File: src/rtl/abus_pkg.sv
package abus_pkg;

  typedef enum logic [2:0] {
    D_IDLE,
    D_REQ,
    D_WRDY,
    D_WRDYLO,
    D_WACKLO
  } dev_state_t;

  typedef enum logic [2:0] {
    M_IDLE,
    M_REQLO,
    M_DATA,
    M_ACKHI,
    M_ACKLO
  } mem_state_t;

endpackage

File: src/rtl/abus_sync.sv
module abus_sync #(
  parameter int W      = 1,
  parameter int STAGES = 2
) (
  input  logic         clk,
  input  logic         rst,
  input  logic [W-1:0] d,
  output logic [W-1:0] q
);

  logic [STAGES-1:0][W-1:0] st;

  always_ff @(posedge clk) begin
    if (rst) begin
      st <= '0;
    end else begin
      st[0] <= d;
      for (int i = 1; i < STAGES; i++) begin
        st[i] <= st[i-1];
      end
    end
  end

  assign q = st[STAGES-1];

endmodule

File: src/rtl/abus_dev_side.sv
module abus_dev_side
  import abus_pkg::*;
#(
  parameter int AW   = 16,
  parameter int DW   = 32,
  parameter int TW   = 8,
  parameter int SYNC = 2
) (
  input  logic          clk,
  input  logic          rst,
  input  logic          start,
  input  logic [AW-1:0] start_addr,
  input  logic [TW-1:0] tmo_limit,
  input  logic          ack_in,
  input  logic          rdy_in,
  input  logic [DW-1:0] bus_in,
  output logic          req_o,
  output logic          ack_o,
  output logic          drv_o,
  output logic [DW-1:0] bus_o,
  output logic          busy,
  output logic          done,
  output logic          err,
  output logic [DW-1:0] rd_data
);

  dev_state_t    state;
  logic [AW-1:0] addr_q;
  logic [TW-1:0] wait_cnt;
  logic [1:0]    ctl_s;
  logic          ack_s;
  logic          rdy_s;
  logic          tmo_hit;

  abus_sync #(.W(2), .STAGES(SYNC)) u_sync (
    .clk (clk),
    .rst (rst),
    .d   ({ack_in, rdy_in}),
    .q   (ctl_s)
  );

  assign ack_s   = ctl_s[1];
  assign rdy_s   = ctl_s[0];
  assign tmo_hit = (state != D_IDLE) && (tmo_limit != '0) && (wait_cnt == tmo_limit);
  assign bus_o   = DW'(addr_q);

  always_ff @(posedge clk) begin
    if (rst) begin
      state    <= D_IDLE;
      addr_q   <= '0;
      wait_cnt <= '0;
      req_o    <= 1'b0;
      ack_o    <= 1'b0;
      drv_o    <= 1'b0;
      busy     <= 1'b0;
      done     <= 1'b0;
      err      <= 1'b0;
      rd_data  <= '0;
    end else begin
      done <= 1'b0;
      err  <= 1'b0;
      if (state == D_IDLE) begin
        wait_cnt <= '0;
        if (start) begin
          addr_q <= start_addr;
          req_o  <= 1'b1;
          drv_o  <= 1'b1;
          busy   <= 1'b1;
          state  <= D_REQ;
        end
      end else if (tmo_hit) begin
        req_o    <= 1'b0;
        drv_o    <= 1'b0;
        ack_o    <= 1'b0;
        busy     <= 1'b0;
        done     <= 1'b1;
        err      <= 1'b1;
        wait_cnt <= '0;
        state    <= D_IDLE;
      end else begin
        wait_cnt <= wait_cnt + TW'(1);
        case (state)
          D_REQ: begin
            if (ack_s) begin
              req_o    <= 1'b0;
              drv_o    <= 1'b0;
              wait_cnt <= '0;
              state    <= D_WRDY;
            end
          end
          D_WRDY: begin
            if (rdy_s) begin
              rd_data  <= bus_in;
              ack_o    <= 1'b1;
              wait_cnt <= '0;
              state    <= D_WRDYLO;
            end
          end
          D_WRDYLO: begin
            if (!rdy_s) begin
              ack_o    <= 1'b0;
              wait_cnt <= '0;
              state    <= D_WACKLO;
            end
          end
          D_WACKLO: begin
            if (!ack_s) begin
              busy     <= 1'b0;
              done     <= 1'b1;
              wait_cnt <= '0;
              state    <= D_IDLE;
            end
          end
          default: state <= D_IDLE;
        endcase
      end
    end
  end

endmodule

File: src/rtl/abus_mem_side.sv
module abus_mem_side
  import abus_pkg::*;
#(
  parameter int AW   = 16,
  parameter int DW   = 32,
  parameter int LAT  = 3,
  parameter int SYNC = 2
) (
  input  logic          clk,
  input  logic          rst,
  input  logic          req_in,
  input  logic          ack_in,
  input  logic [AW-1:0] bus_in,
  output logic          ack_o,
  output logic          rdy_o,
  output logic          drv_o,
  output logic [DW-1:0] bus_o,
  output logic          arr_rd,
  output logic [AW-1:0] arr_addr,
  input  logic [DW-1:0] arr_rdata
);

  localparam int LW = $clog2(LAT + 1);

  mem_state_t    state;
  logic [AW-1:0] addr_q;
  logic [DW-1:0] data_q;
  logic [LW-1:0] lat_cnt;
  logic          pend;
  logic [1:0]    ctl_s;
  logic          req_s;
  logic          ack_s;

  abus_sync #(.W(2), .STAGES(SYNC)) u_sync (
    .clk (clk),
    .rst (rst),
    .d   ({req_in, ack_in}),
    .q   (ctl_s)
  );

  assign req_s    = ctl_s[1];
  assign ack_s    = ctl_s[0];
  assign bus_o    = data_q;
  assign arr_addr = addr_q;

  always_ff @(posedge clk) begin
    if (rst) begin
      state   <= M_IDLE;
      addr_q  <= '0;
      data_q  <= '0;
      lat_cnt <= '0;
      pend    <= 1'b0;
      ack_o   <= 1'b0;
      rdy_o   <= 1'b0;
      drv_o   <= 1'b0;
      arr_rd  <= 1'b0;
    end else begin
      arr_rd <= 1'b0;
      if (pend) begin
        if (lat_cnt != '0) begin
          lat_cnt <= lat_cnt - LW'(1);
        end else begin
          data_q <= arr_rdata;
          pend   <= 1'b0;
        end
      end
      case (state)
        M_IDLE: begin
          if (req_s) begin
            addr_q  <= bus_in;
            ack_o   <= 1'b1;
            arr_rd  <= 1'b1;
            lat_cnt <= LW'(LAT);
            pend    <= 1'b1;
            state   <= M_REQLO;
          end
        end
        M_REQLO: begin
          if (!req_s) begin
            ack_o <= 1'b0;
            state <= M_DATA;
          end
        end
        M_DATA: begin
          if (!pend && !ack_s) begin
            drv_o <= 1'b1;
            rdy_o <= 1'b1;
            state <= M_ACKHI;
          end
        end
        M_ACKHI: begin
          if (ack_s) begin
            drv_o <= 1'b0;
            rdy_o <= 1'b0;
            state <= M_ACKLO;
          end
        end
        M_ACKLO: begin
          if (!ack_s) begin
            state <= M_IDLE;
          end
        end
        default: state <= M_IDLE;
      endcase
    end
  end

endmodule

File: src/rtl/abus_read_link.sv
module abus_read_link #(
  parameter int AW   = 16,
  parameter int DW   = 32,
  parameter int LAT  = 3,
  parameter int TW   = 8,
  parameter int SYNC = 2
) (
  input  logic          clk,
  input  logic          rst,
  input  logic          start,
  input  logic [AW-1:0] start_addr,
  input  logic [TW-1:0] tmo_limit,
  output logic          busy,
  output logic          done,
  output logic          err,
  output logic [DW-1:0] rd_data,
  output logic          arr_rd,
  output logic [AW-1:0] arr_addr,
  input  logic [DW-1:0] arr_rdata,
  output logic          bus_req,
  output logic          bus_ack,
  output logic          bus_rdy,
  output logic [DW-1:0] bus_data,
  output logic          dev_drive,
  output logic          mem_drive
);

  logic          dev_req;
  logic          dev_ack;
  logic          dev_drv;
  logic [DW-1:0] dev_out;
  logic          mem_ack;
  logic          mem_rdy;
  logic          mem_drv;
  logic [DW-1:0] mem_out;
  logic [DW-1:0] shared;
  logic          ack_wire;

  assign ack_wire = dev_ack | mem_ack;
  assign shared   = dev_drv ? dev_out : (mem_drv ? mem_out : '0);

  abus_dev_side #(.AW(AW), .DW(DW), .TW(TW), .SYNC(SYNC)) u_dev (
    .clk        (clk),
    .rst        (rst),
    .start      (start),
    .start_addr (start_addr),
    .tmo_limit  (tmo_limit),
    .ack_in     (ack_wire),
    .rdy_in     (mem_rdy),
    .bus_in     (shared),
    .req_o      (dev_req),
    .ack_o      (dev_ack),
    .drv_o      (dev_drv),
    .bus_o      (dev_out),
    .busy       (busy),
    .done       (done),
    .err        (err),
    .rd_data    (rd_data)
  );

  abus_mem_side #(.AW(AW), .DW(DW), .LAT(LAT), .SYNC(SYNC)) u_mem (
    .clk       (clk),
    .rst       (rst),
    .req_in    (dev_req),
    .ack_in    (ack_wire),
    .bus_in    (shared[AW-1:0]),
    .ack_o     (mem_ack),
    .rdy_o     (mem_rdy),
    .drv_o     (mem_drv),
    .bus_o     (mem_out),
    .arr_rd    (arr_rd),
    .arr_addr  (arr_addr),
    .arr_rdata (arr_rdata)
  );

  assign bus_req   = dev_req;
  assign bus_ack   = ack_wire;
  assign bus_rdy   = mem_rdy;
  assign bus_data  = shared;
  assign dev_drive = dev_drv;
  assign mem_drive = mem_drv;

endmodule

File: config.mk
export PLATFORM = sky130hd
export DESIGN_NAME = abus_read_link
export DESIGN_NICKNAME = d
export VERILOG_FILES = /design/src/rtl/abus_pkg.sv /design/src/rtl/abus_sync.sv /design/src/rtl/abus_dev_side.sv /design/src/rtl/abus_mem_side.sv /design/src/rtl/abus_read_link.sv
export SDC_FILE = /design/constraint.sdc
export NUM_CORES = 1
export LEC_CHECK = 0
export ABC_CLOCK_PERIOD_IN_PS = 1650
export BUFFER_PORTS_ARGS = -buffer_cell sky130_fd_sc_hd__buf_2
export CELL_PAD_IN_SITES_DETAIL_PLACEMENT = 0
export CELL_PAD_IN_SITES_GLOBAL_PLACEMENT = 1
export CORE_MARGIN = 2
export CORE_UTILIZATION = 35
export DETAILED_ROUTE_END_ITERATION = 8
export GPL_TIMING_DRIVEN = 0
export PLACE_DENSITY_LB_ADDON = 0.2
export SLEW_MARGIN = 20
export SYNTH_ARGS = -nofsm -noshare
export SYNTH_HDL_FRONTEND = slang
export SYNTH_SLANG_ARGS = --single-unit
File: constraint.sdc
create_clock -name clk -period 1.65 [get_ports clk]
set_clock_uncertainty 0.05 [all_clocks]
set_input_delay 0.33 -clock clk [delete_from_list [all_inputs] [get_ports clk]]
set_output_delay 0.33 -clock clk [all_outputs]
set_load 0.01 [all_outputs]
==> impl_metrics.yaml <==
run_status:
  status: "complete, but fails checks"
  violations: "setup timing"
cells_and_area:
  drive_gt1_share_pct: 38.96
  fin_cells: 1198
  nets: 1025
  n_antenna_cell: 0
  layout-area-overhead-vs-synth_pct: 51.48
logic_synthesis:
  ys_ff_latch: 127
  yosysWarnings: 0
  synthDistinctLibCells: 47
  synth_area_sq_um: 5959
  yosysMostFrequentCell: "nand2_1"
  netlist.area_leader.share_pct: 42.66
  async_reset_ff_share_pct: 0
  synthTopCellsByArea: "dfxtp_1 43%, nand2_1 9.7%, a21oi_1 6.2%"
  ys.flop_type: "dfxtp_1"
  synthTopCellsByCount: "154 x nand2_1, 127 x dfxtp_1, 74 x a21oi_1"
  yosysTopAreaCell: "dfxtp_1"
  syn-instance-count: 758
  yosysSeqAreaShare_pct: 42.66
  synth_edf_count: 0
  avgSynthCellArea_sq_um: 7.862
  synth_nets: 818
grt:
  grt_first_pass_wirelength_um: 31850
  grt-ovfl-total: 0
  antenna_found_initial: 0
  track_usage_pct: 22.77
  grt_max_degree: 17
  grt_pass1_vias: 6061
timing:
  max_freq_ghz: 0.5179
  relSlewSlack_pct: 41.77
  post-route-period-util_pct: 117.0
  setup_viol: 80
  grt_setup_unrepaired: "yes"
  maxSlewViolCount: 0
  final-hold-violation-count: 0
  period_needed_ns: 1.931
  worst_pin_slew_ns: 0.8735
  fin_ws_ns: -0.2810
cts:
  cts.path.max_buffers: 2
  clkLatencyLatePin_ns: 0.43
  cts_root_buf: "clkbuf_16"
  cts_tree: "yes"
  cts_hold_buf: 0
  cts_htree_levels: 4
  clkTransAtPathRegs_ns: 0.06
  cts.sinks: 127
  numCtsBuffers: 17
routing:
  wl_per_cell_um: 17.37
  drt_iter0_drc: 398
  route.detailed.drc: 0
  drtPass1Iterations: 5
  antenna_left: 0
  routed_via_density: 5.194
  wl_um: 20800
  vias: 6223
placement:
  io_buffer_count: 147
  hpwl_um: 14060
  dp_cells: 1125
  dp_slack_ns: -0.7776
  routabilityCongestion: 0.7947
min_path:
  hold_path_class: "input port to flop"
  min_to: "u_mem.bus_o[5]"
  hp-start: "arr_rdata[5]"
  whs_path_depth: 3
floorplan:
  core_sq_um: 16640
  rows: 47
  dieArea_sq_um: 18090
  ios: 148
  dieHeight_um: 134.5
  die_w_um: 134.5
  start_util_pct: 35.81
flow_run:
  maxCapViolations: 0
critical_path:
  reg2regPathDepth: 6
  startpoint: "u_dev.wait_cnt[4]"
  timing.rr.end: "u_dev.rd_data[10]"
  worstPathArrival_ns: 2.18
  crit_path_end_kind: "flop"
  path_class: "flop to flop"
  rrSetupSlack_ns: -0.28
  required_ns: 1.90
  r2r_start: "u_dev.wait_cnt[4]"
  crit_fanout: 5
  critPathLaunchType: "flop"
power:
  max-vdd-ir-drop_mv: 0.7807
  powerDensity_nw_per_um2: 943.8
  p_leak_nw: 3.706
worst max path at each step:
| stage | end | slack, ns | cells after the start |
|---|---|---|---|
| after floorplan | u_dev.wait_cnt[2] | -0.10 | 6 |
| after global placement | u_dev.busy | -0.78 | 5 |
| after detailed placement | u_dev.req_o | -0.78 | 5 |
| after CTS | bus_data[0] | -0.28 | 5 |
| after global routing | bus_data[23] | -0.32 | 5 |
| final | u_dev.rd_data[10] | -0.28 | 6 |
per-stage QoR:
stage,cell area (sq um),hold slack (ns),TNS (ns),util [%],power [mW]
6_report,9027,0.08294,-15.52,54.24,8.520
3_5_place_dp,7004,0.3769,-81.71,42.09,4.134
5_1_grt,9027,0.07792,-20.36,54.24,8.803
3_3_place_gp,7004,0.3655,-81.18,42.09,4.133
2_1_floorplan,5993,0.3638,-2.660,-,3.790
4_1_cts,8687,0.06903,-16.55,52.20,8.447
kinds of logic (layout without fill, tap and decap cells):
group | count (synthesis) | in the layout | synth area share [%]
flops | 127 | 127 | 42.66
xor+xnor | 14 | 14 | 2.057
mux | 3 | 3 | 0.5249
fa+ha+maj | 1 | 1 | 0.2099
simple gates | 377 | 378 | 32.14
buf+inv | 80 | 299 | 5.690
compound gates | 156 | 156 | 16.71
sequential cells by signal (all words and copies together) (netlist names), 2 cells and up:
| name | count |
|---|---|
| u_dev.addr_q | 16 |
| u_mem.state | 3 |
| u_mem.bus_o | 32 |
| u_mem.u_sync.st | 2 |
| u_mem.lat_cnt | 2 |
| u_dev.state | 3 |
| u_dev.wait_cnt | 8 |
| u_dev.rd_data | 32 |
| u_mem.arr_addr | 16 |
| u_mem.u_sync.q | 2 |
layer usage:
metal	vias up	track usage, %	share of wire, %
li1	3078	-	-
met1	2928	30.41	46
met2	184	36.03	47
met3	33	5.556	5.6
met4	0	7.953	1.8
met5	-	0	0
layout make-up:
type | instances | area (sq um)
Sequential cell | 127 | 2561
Clock buffer | 18 | 439.2
Inverter | 6 | 22.52
Buffer | 66 | 559.3
Clock inverter | 14 | 190.2
Fill cell | 1608 | 7615
Tap cell | 220 | 275.3
Multi-Input combinational cell | 552 | 3700
Timing Repair Buffer | 195 | 1280
cells in the final DEF (no fill, tap or decap), types with 4 or more instances in the layout:
master       n
buf_8        6
clkbuf_4     4
nand3_1     37
nand4_1     32
buf_4       42
buf_6       26
a22oi_1     17
nor2b_1     39
nand2_2     13
dfxtp_4      4
xor2_1       7
xnor2_1      4
dfxtp_1    120
nor4b_2      9
clkbuf_8     8
nand2_1    134
a21oi_1     68
clkbuf_16   21
o21ai_1     14
o311ai_2     5
o21ai_0      5
nand3b_1    17
nor3_2       8
a311oi_1    16
inv_1        6
clkbuf_1    11
and2_1      12
nor3_1       5
nor2_1      28
clkbuf_2    19
a21oi_2      6
o311ai_4     9
and2_4       9
bufinv_16    4
buf_2      138
nor4b_1      6
nand2_4      7
clkinv_2     4
critical path: stages, from the launching register on:
cell and delay (ns):
dfxtp_4 0.36, xor2_4 0.15, or4_4 0.59, buf_12 0.17, buf_8 0.14, o311ai_4 0.22, nand3_1 0.12
power breakdown:
group / internal, mW / switching [mW] / total, mW
registers: 3.17 / 0.0809 / 3.25
logic: 0.545 / 0.681 / 1.23
clock network: 2.56 / 1.48 / 4.04
total: 6.28 / 2.24 / 8.52
repair_timing:
action / 4_1_cts / 5_1_grt
resized for setup: 201 / 69
cloned: 2 / 2
hold endpoints to repair: 0 / 0
pin swaps: 34 / 29
buffers inserted: 33 / 12
endpoints found under the setup margin: 155 / 133
(Power assumes the default switching activity.)
